[src/rtl/vram_copy_engine.sv]
module vram_copy_engine #(
  parameter int ADDR_W = 14,
  parameter int DATA_W = 8,
  parameter int CNT_W  = 15
) (
  input  logic                       clk,
  input  logic                       rst_n,
  input  logic                       start,
  input  logic [ADDR_W-1:0]          src_base,
  input  logic [ADDR_W-1:0]          dst_base,
  input  logic [CNT_W-1:0]           count,
  output logic                       busy,
  output logic                       done,
  input  logic [DATA_W-1:0]          ad_i,
  output logic [DATA_W-1:0]          ad_o,
  output logic                       ad_oe,
  output logic [ADDR_W-DATA_W-1:0]   a_hi,
  output logic                       ale,
  output logic                       rd_n,
  output logic                       wr_n
);
  localparam int HI_W = ADDR_W - DATA_W;

  typedef enum logic [2:0] {S_IDLE, S_RADDR, S_RDATA, S_WADDR, S_WDATA} phase_t;

  phase_t            phase;
  logic [ADDR_W-1:0] src_q, dst_q;
  logic [CNT_W-1:0]  left_q;
  logic [DATA_W-1:0] hold_q;
  logic              done_q;

  wire               on_src   = (phase == S_RADDR) || (phase == S_RDATA);
  wire [ADDR_W-1:0]  cur_addr = on_src ? src_q : dst_q;
  wire               last     = (left_q == CNT_W'(1));

  always_ff @(posedge clk) begin
    if (!rst_n) begin
      phase  <= S_IDLE;
      src_q  <= '0;
      dst_q  <= '0;
      left_q <= '0;
      hold_q <= '0;
      done_q <= 1'b0;
    end else begin
      done_q <= 1'b0;
      case (phase)
        S_IDLE:
          if (start) begin
            if (count == '0) begin
              done_q <= 1'b1;
            end else begin
              src_q  <= src_base;
              dst_q  <= dst_base;
              left_q <= count;
              phase  <= S_RADDR;
            end
          end
        S_RADDR: phase <= S_RDATA;
        S_RDATA: begin
          hold_q <= ad_i;
          phase  <= S_WADDR;
        end
        S_WADDR: phase <= S_WDATA;
        S_WDATA: begin
          left_q <= left_q - CNT_W'(1);
          src_q  <= src_q + ADDR_W'(1);
          dst_q  <= dst_q + ADDR_W'(1);
          if (last) begin
            done_q <= 1'b1;
            phase  <= S_IDLE;
          end else begin
            phase  <= S_RADDR;
          end
        end
        default: phase <= S_IDLE;
      endcase
    end
  end

  assign busy  = (phase != S_IDLE);
  assign done  = done_q;
  assign ale   = (phase == S_RADDR) || (phase == S_WADDR);
  assign rd_n  = (phase != S_RDATA);
  assign wr_n  = (phase != S_WDATA);
  assign ad_oe = ale || (phase == S_WDATA);
  assign ad_o  = (phase == S_WDATA) ? hold_q :
                 (ale ? cur_addr[DATA_W-1:0] : '0);
  assign a_hi  = busy ? cur_addr[ADDR_W-1:DATA_W] : HI_W'(0);
endmodule

[config.mk]
export PLATFORM = sky130hd
export DESIGN_NAME = vram_copy_engine
export DESIGN_NICKNAME = d
export VERILOG_FILES = /design/src/rtl/vram_copy_engine.sv
export SDC_FILE = /design/constraint.sdc
export NUM_CORES = 1
export LEC_CHECK = 0
export BUFFER_PORTS_ARGS = -buffer_cell sky130_fd_sc_hd__buf_2
export CAP_MARGIN = 20
export CELL_PAD_IN_SITES_DETAIL_PLACEMENT = 0
export CELL_PAD_IN_SITES_GLOBAL_PLACEMENT = 2
export CORE_ASPECT_RATIO = 0.7
export CORE_MARGIN = 2
export CORE_UTILIZATION = 30
export CTS_BUF_LIST = sky130_fd_sc_hd__clkbuf_2
export CTS_CLUSTER_DIAMETER = 30
export DETAILED_ROUTE_END_ITERATION = 8
export MAX_ROUTING_LAYER = met4
export PLACE_DENSITY = 0.8
export SLEW_MARGIN = 20
export SYNTH_ARGS = -nofsm -noshare
export SYNTH_HDL_FRONTEND = slang
export SYNTH_SLANG_ARGS = --single-unit
[constraint.sdc]
create_clock -name clk -period 5 [get_ports clk]
set_clock_uncertainty 0.2 [all_clocks]
set_input_delay 0 -clock clk [delete_from_list [all_inputs] [get_ports clk]]
set_output_delay 0 -clock clk [all_outputs]
set_load 0.02 [all_outputs]
# [Word level (Yosys, flattened, before mapping)]
# Index checks and enable logic that the tools add are counted.
[op_classes] addsub=3 n_mux=21 reduce_logical=9 n_eq_ne=9
[ops] op="$mux 14" n=5
[ops] op="$pmux 14 s2" n=2
[ops] op="$mux 15" n=2
[ops] op="$pmux 15 s2" n=1
[ops] op="$add 14x1->14 const B" n=2
[ops] op="$mux 8" n=2
[ops] op="$eq 15x1->1 const B" n=1
[ops] op="$logic_not 15->1" n=1
[ops] op="$pmux 3 s5" n=1
[ops] op="$sub 15x1->15 const B" n=1
[ops] op="$eq 3x2->1 const B" n=2
[ops] op="$mux 3" n=2
[ops] op="$mux 6" n=1
[ops] op="$mux 1" n=4
[ops] op="$ne 2x2->1 const B" n=2
[ops] op="$eq 3x1->1 const B" n=1
[ops] op="$eq 3x3->1 const B" n=1
[ops] op="$logic_not 3->1" n=1
[ops] op="$logic_or 1x1->1" n=3
[ops] op="$ne 3x2->1 const B" n=1
[ops] op="$ne 3x3->1 const B" n=1
[ops] op="$reduce_and 3->1" n=1
[ops] op="$reduce_bool 3->1" n=1
[ops] op="$pmux 1 s2" n=1
[ops] op="other kinds (2)" n=2
[word_totals] elab_cells=48 output_inout_bits=20 reg_bits=55 input_bits=54

# [Longest topological paths before layout]
[logic_depth] word_depth=5 depth_mapped=9 ltp_nobuf=6

# [Worst setup path before layout]
# Ideal clock, no wire load.
[synth_path] kind="flip-flop to flip-flop" from="register phase[0]" to="register left_q[10]" slack_ns=3.161 stages_incl_launch_ff=8 t_arrival_ns=1.506 synth_period_minus_slack_ns=1.839 path_buffers=3 cell_sequence="dfxtp_1 > buf_4 > nor3b_4 > inv_2 > buf_2 > buf_1 > a22oi_1 > o22ai_1"
[synth_between] elab_chain_len=3
[synth_lines] element="start, declared" line_no="26" text="phase_t phase;"
[synth_lines] element="start signal, assigned" line_no="38" text="phase <= S_IDLE;"
[synth_lines] element="start signal, assigned" line_no="55" text="phase <= S_RADDR;"
[synth_lines] element="start signal, assigned" line_no="58" text="S_RADDR: phase <= S_RDATA;"
[synth_lines] element="$eq 3x3->1 / $logic_not 3->1 (equally long branches)" line_no="46" text="case (phase)"
[synth_lines] element="$reduce_bool 2->1 (no source line) / $ne 2x2->1 (equally long branches)"
[synth_lines] element="$reduce_and 3->1 (no source line)"
[synth_lines] element="end signal, assigned" line_no="54" text="left_q <= count;"
[synth_lines] element="end signal, assigned" line_no="65" text="left_q <= left_q - CNT_W'(1);"
[synth_lines] element="end, declared" line_no="28" text="logic [CNT_W-1:0] left_q;"
# Parallel ways exist; a longest one is shown, timed or not.
# A chain may end at the register's enable or synchronous reset.

# [Final worst setup path]
[layout_path] from="register phase[2]" to="register dst_q[11]"
[layout_between] elab_chain_len=3
[layout_lines] element="$eq 3x3->1 / $logic_not 3->1 (equally long branches)" line_no="46"
[layout_lines] element="$reduce_bool 2->1 (no source line) / $ne 2x2->1 (equally long branches)"
[layout_lines] element="$reduce_and 3->1 (no source line)"
[layout_lines] element="end signal, assigned" line_no="53" text="dst_q <= dst_base;"
[layout_lines] element="end signal, assigned" line_no="67" text="dst_q <= dst_q + ADDR_W'(1);"
[layout_lines] element="end, declared" line_no="27" text="logic [ADDR_W-1:0] src_q, dst_q;"
# Parallel ways exist; a longest one is shown, timed or not.

==> metrics.cfg <==
[global_routing]
grt-ovfl-total = 0
grt_start_max_net_pins = 59
grt_pass1_vias = 3573
grt_pass1_wl_um = 19300
antenna_found_initial = 0
track_usage_pct = 21.1

[drt]
wl_per_cell_um = 16.6
first_pass_iters = 6
vias = 3816
drc = 0
antenna_left = 0
via_per_inst = 5.32
dr.first_iter.drc_count = 319
totalWireLength_um = 11900

[logic_synthesis]
postSynthAreaPerCell_um2 = 7.74
muxShareOfSynthArea_pct = 2.99
synth_nets = 491
ys_seq_elements = 55
synth_edf_count = 0
synthDistinctLibCells = 66
synth_simple_gate_area_share_pct = 29.0
synthXorXnorAreaFrac_pct = 0.261
ys.flop_type = dfxtp_1
yosys_warnings = 0
ys_seq_area_share_pct = 32.9
async_flop_share_pct = 0
synth_top_family_by_area = simple AND/OR/NAND/NOR gates
syn-cell-area_um2 = 3350
synth_fa_ha_area_share_pct = 1.49
netlist_instances = 433
synth_compound_area_share_pct = 27.7

[clocking]
cts_tree = yes
cts-root-buf = clkbuf_2
cts.path.max_buffers = 2
cts.reportedPaths.clkPinSlew_ns = 0.28
cts_max_level = 2
post_cts_resized = 0
numCtsBuffers = 5
clock_sinks = 55
clk_latency_ns = 0.49

[sta]
worst_pin_slew_ns = 1.01
drv_slew = 0
rsz0062_at_grt = false
tns_ns = 0
hold_violations = 0
fmax_ghz = 0.266
max-slew-margin-rel_pct = 32.6
setup_viol = 0
fin_crit_sh_pct = 75.3
min_period_ns = 3.76

[place]
gp_congestion = 0.857
dp_hpwl_um = 8190
port_buffers = 73

[floorplanning]
initial_core_util_pct = 30.7
die_y_um = 92.4
coreArea_um2 = 10900
ioPinCount = 74
dieArea_um2 = 12000
die_x_um = 130
rows = 32

[worst_setup_path]
rr_worst_depth = 7
cp-start-kind = flop
rr_startpoint = phase[2]
rrSetupSlack_ns = 1.24
critPathMaxFanout = 58
cp.arrival_ns = 3.99
rr_endpoint = dst_q[11]
cp.required_ns = 5.22
endpoint_kind = flop
crit_type = flop to flop

[final_layout]
antennaDiodeCount = 0
final_common_cell = nand2_1
nFillCells = 1166
drive_gt1_share_pct = 19.3
nets = 622
layout_common_cells = nand2_1, dlygate4sd3_1, buf_2
syn_to_final_growth_pct = 37.0

[power]
seqPwrFrac_pct = 51.3
pwr-share-clk_pct = 17.7
p_per_area_nw_per_um2 = 227
power_switching_w = 0.000383
cellLeakagePower_nw = 1.84
peakVddDrop_mv = 0.0969
p_int_w = 0.000660
sw_frac_of_total_pct = 36.7
power.total_w = 0.00104
comb_power_share_pct = 31.0

[flow_run]
cap_violations = 0

[run_status]
status = finished, final reports clean

[min_path]
hp-class = input port to flop
hp-start = ad_i[2]
worst_hold_path.endpoint = hold_q[2]
whs_path_depth = 4

[state kept, by name, summed over array words and instances, names as in the netlist]
register / flops
src_q: 14
dst_q: 14
phase: 3
hold_q: 8
done: 1
left_q: 15
[power by group through the flow]
stage / Clock [W] / Sequential (W) / Combinational, W
after floorplan: 0 / 0.000518 / 0.000194
after global placement: 0 / 0.000540 / 0.000266
after detailed placement: 0 / 0.000541 / 0.000269
after CTS: 0.000194 / 0.000533 / 0.000322
after global routing: 0.000204 / 0.000542 / 0.000358
final: 0.000184 / 0.000535 / 0.000323
[critical path, stage by stage (launching register included)]
cell	delay, ns
dfxtp_1	0.86
nor3b_4	0.29
buf_4	0.41
inv_2	0.51
or3_1	0.54
o21ai_0	0.18
o22ai_1	0.08
dlygate4sd3_1	0.58
[layout make-up]
cell class	count	area (um^2)	share of cell area (%)
multi-input cells	337	2060	45.0
repair buffers	153	1150	25.1
flip-flops and latches	55	1100	24.0
well taps	153	191	4.17
inverters	12	45.0	0.981
clock buffers	5	25.0	0.545
clock inverters	2	8.76	0.191
[worst max-delay path by stage]
stage                     cells past startpoint    endpoint      from  slack (ns)
after floorplan                               7  left_q[10]  phase[0]        3.16
after global placement                        6   dst_q[11]  phase[2]        1.94
after detailed placement                      6   dst_q[11]  phase[2]        1.86
after CTS                                     7   dst_q[11]  phase[2]        1.27
after global routing                          7   dst_q[11]  phase[2]        1.02
final                                         7   dst_q[11]  phase[2]        1.24
[cell families after synthesis]
kind of cell               count (synthesis)
DFF                                       55
xor gates and xnor gates                   1
muxes                                     10
buffers and inverters                     41
adders and majority gates                  4
and+or+nand+nor                          180
AOI/OAI and AO/OA                        142
[layer usage]
| metal | wire, um | global-route usage [%] | vias up |
|---|---|---|---|
| li1 | - | - | 1878 |
| met1 | 6450 | 32.5 | 1810 |
| met2 | 4770 | 29.2 | 118 |
| met3 | 599 | 3.06 | 10 |
| met4 | 97 | 3.49 | 0 |
| met5 | 0 | - | - |
[synth_stat cells, drive strengths merged, types with 5 or more instances]
cell / number / area (um^2)
nand2: 80 / 300
dfxtp: 55 / 1100
o21ai: 41 / 209
a21oi: 39 / 195
nor2: 31 / 134
buf: 20 / 113
a32o: 14 / 140
nand3: 12 / 65.1
nand4: 12 / 90.1
inv: 11 / 41.3
o22ai: 11 / 68.8
mux2i: 10 / 100
clkbuf: 9 / 33.8
nor3: 9 / 50.1
a22oi: 7 / 52.6
nor4: 7 / 95.1
and3: 5 / 36.3
[timing repair]
action	CTS	global route
hold endpoints to repair	54	0
setup endpoints to repair	0	0
buffers inserted	0	0
hold buffers	75	0
[per-stage QoR]
| stage | std cells | hold slack, ns | utilization, % | worst slack [ns] | instance area, um^2 |
|---|---|---|---|---|---|
| 2_1_floorplan | 433 | -0.0640 | - | 3.16 | 3350 |
| 3_3_place_gp | 635 | 0.0411 | 34.8 | 1.94 | 3800 |
| 3_5_place_dp | 635 | 0.0496 | 34.8 | 1.86 | 3800 |
| 4_1_cts | 717 | 0.0225 | 42.0 | 1.27 | 4590 |
| 5_1_grt | 717 | 0.0288 | 42.0 | 1.02 | 4590 |
| 6_report | 717 | 0.0540 | 42.0 | 1.24 | 4590 |
Note: power is estimated with default switching activity, not from simulation.
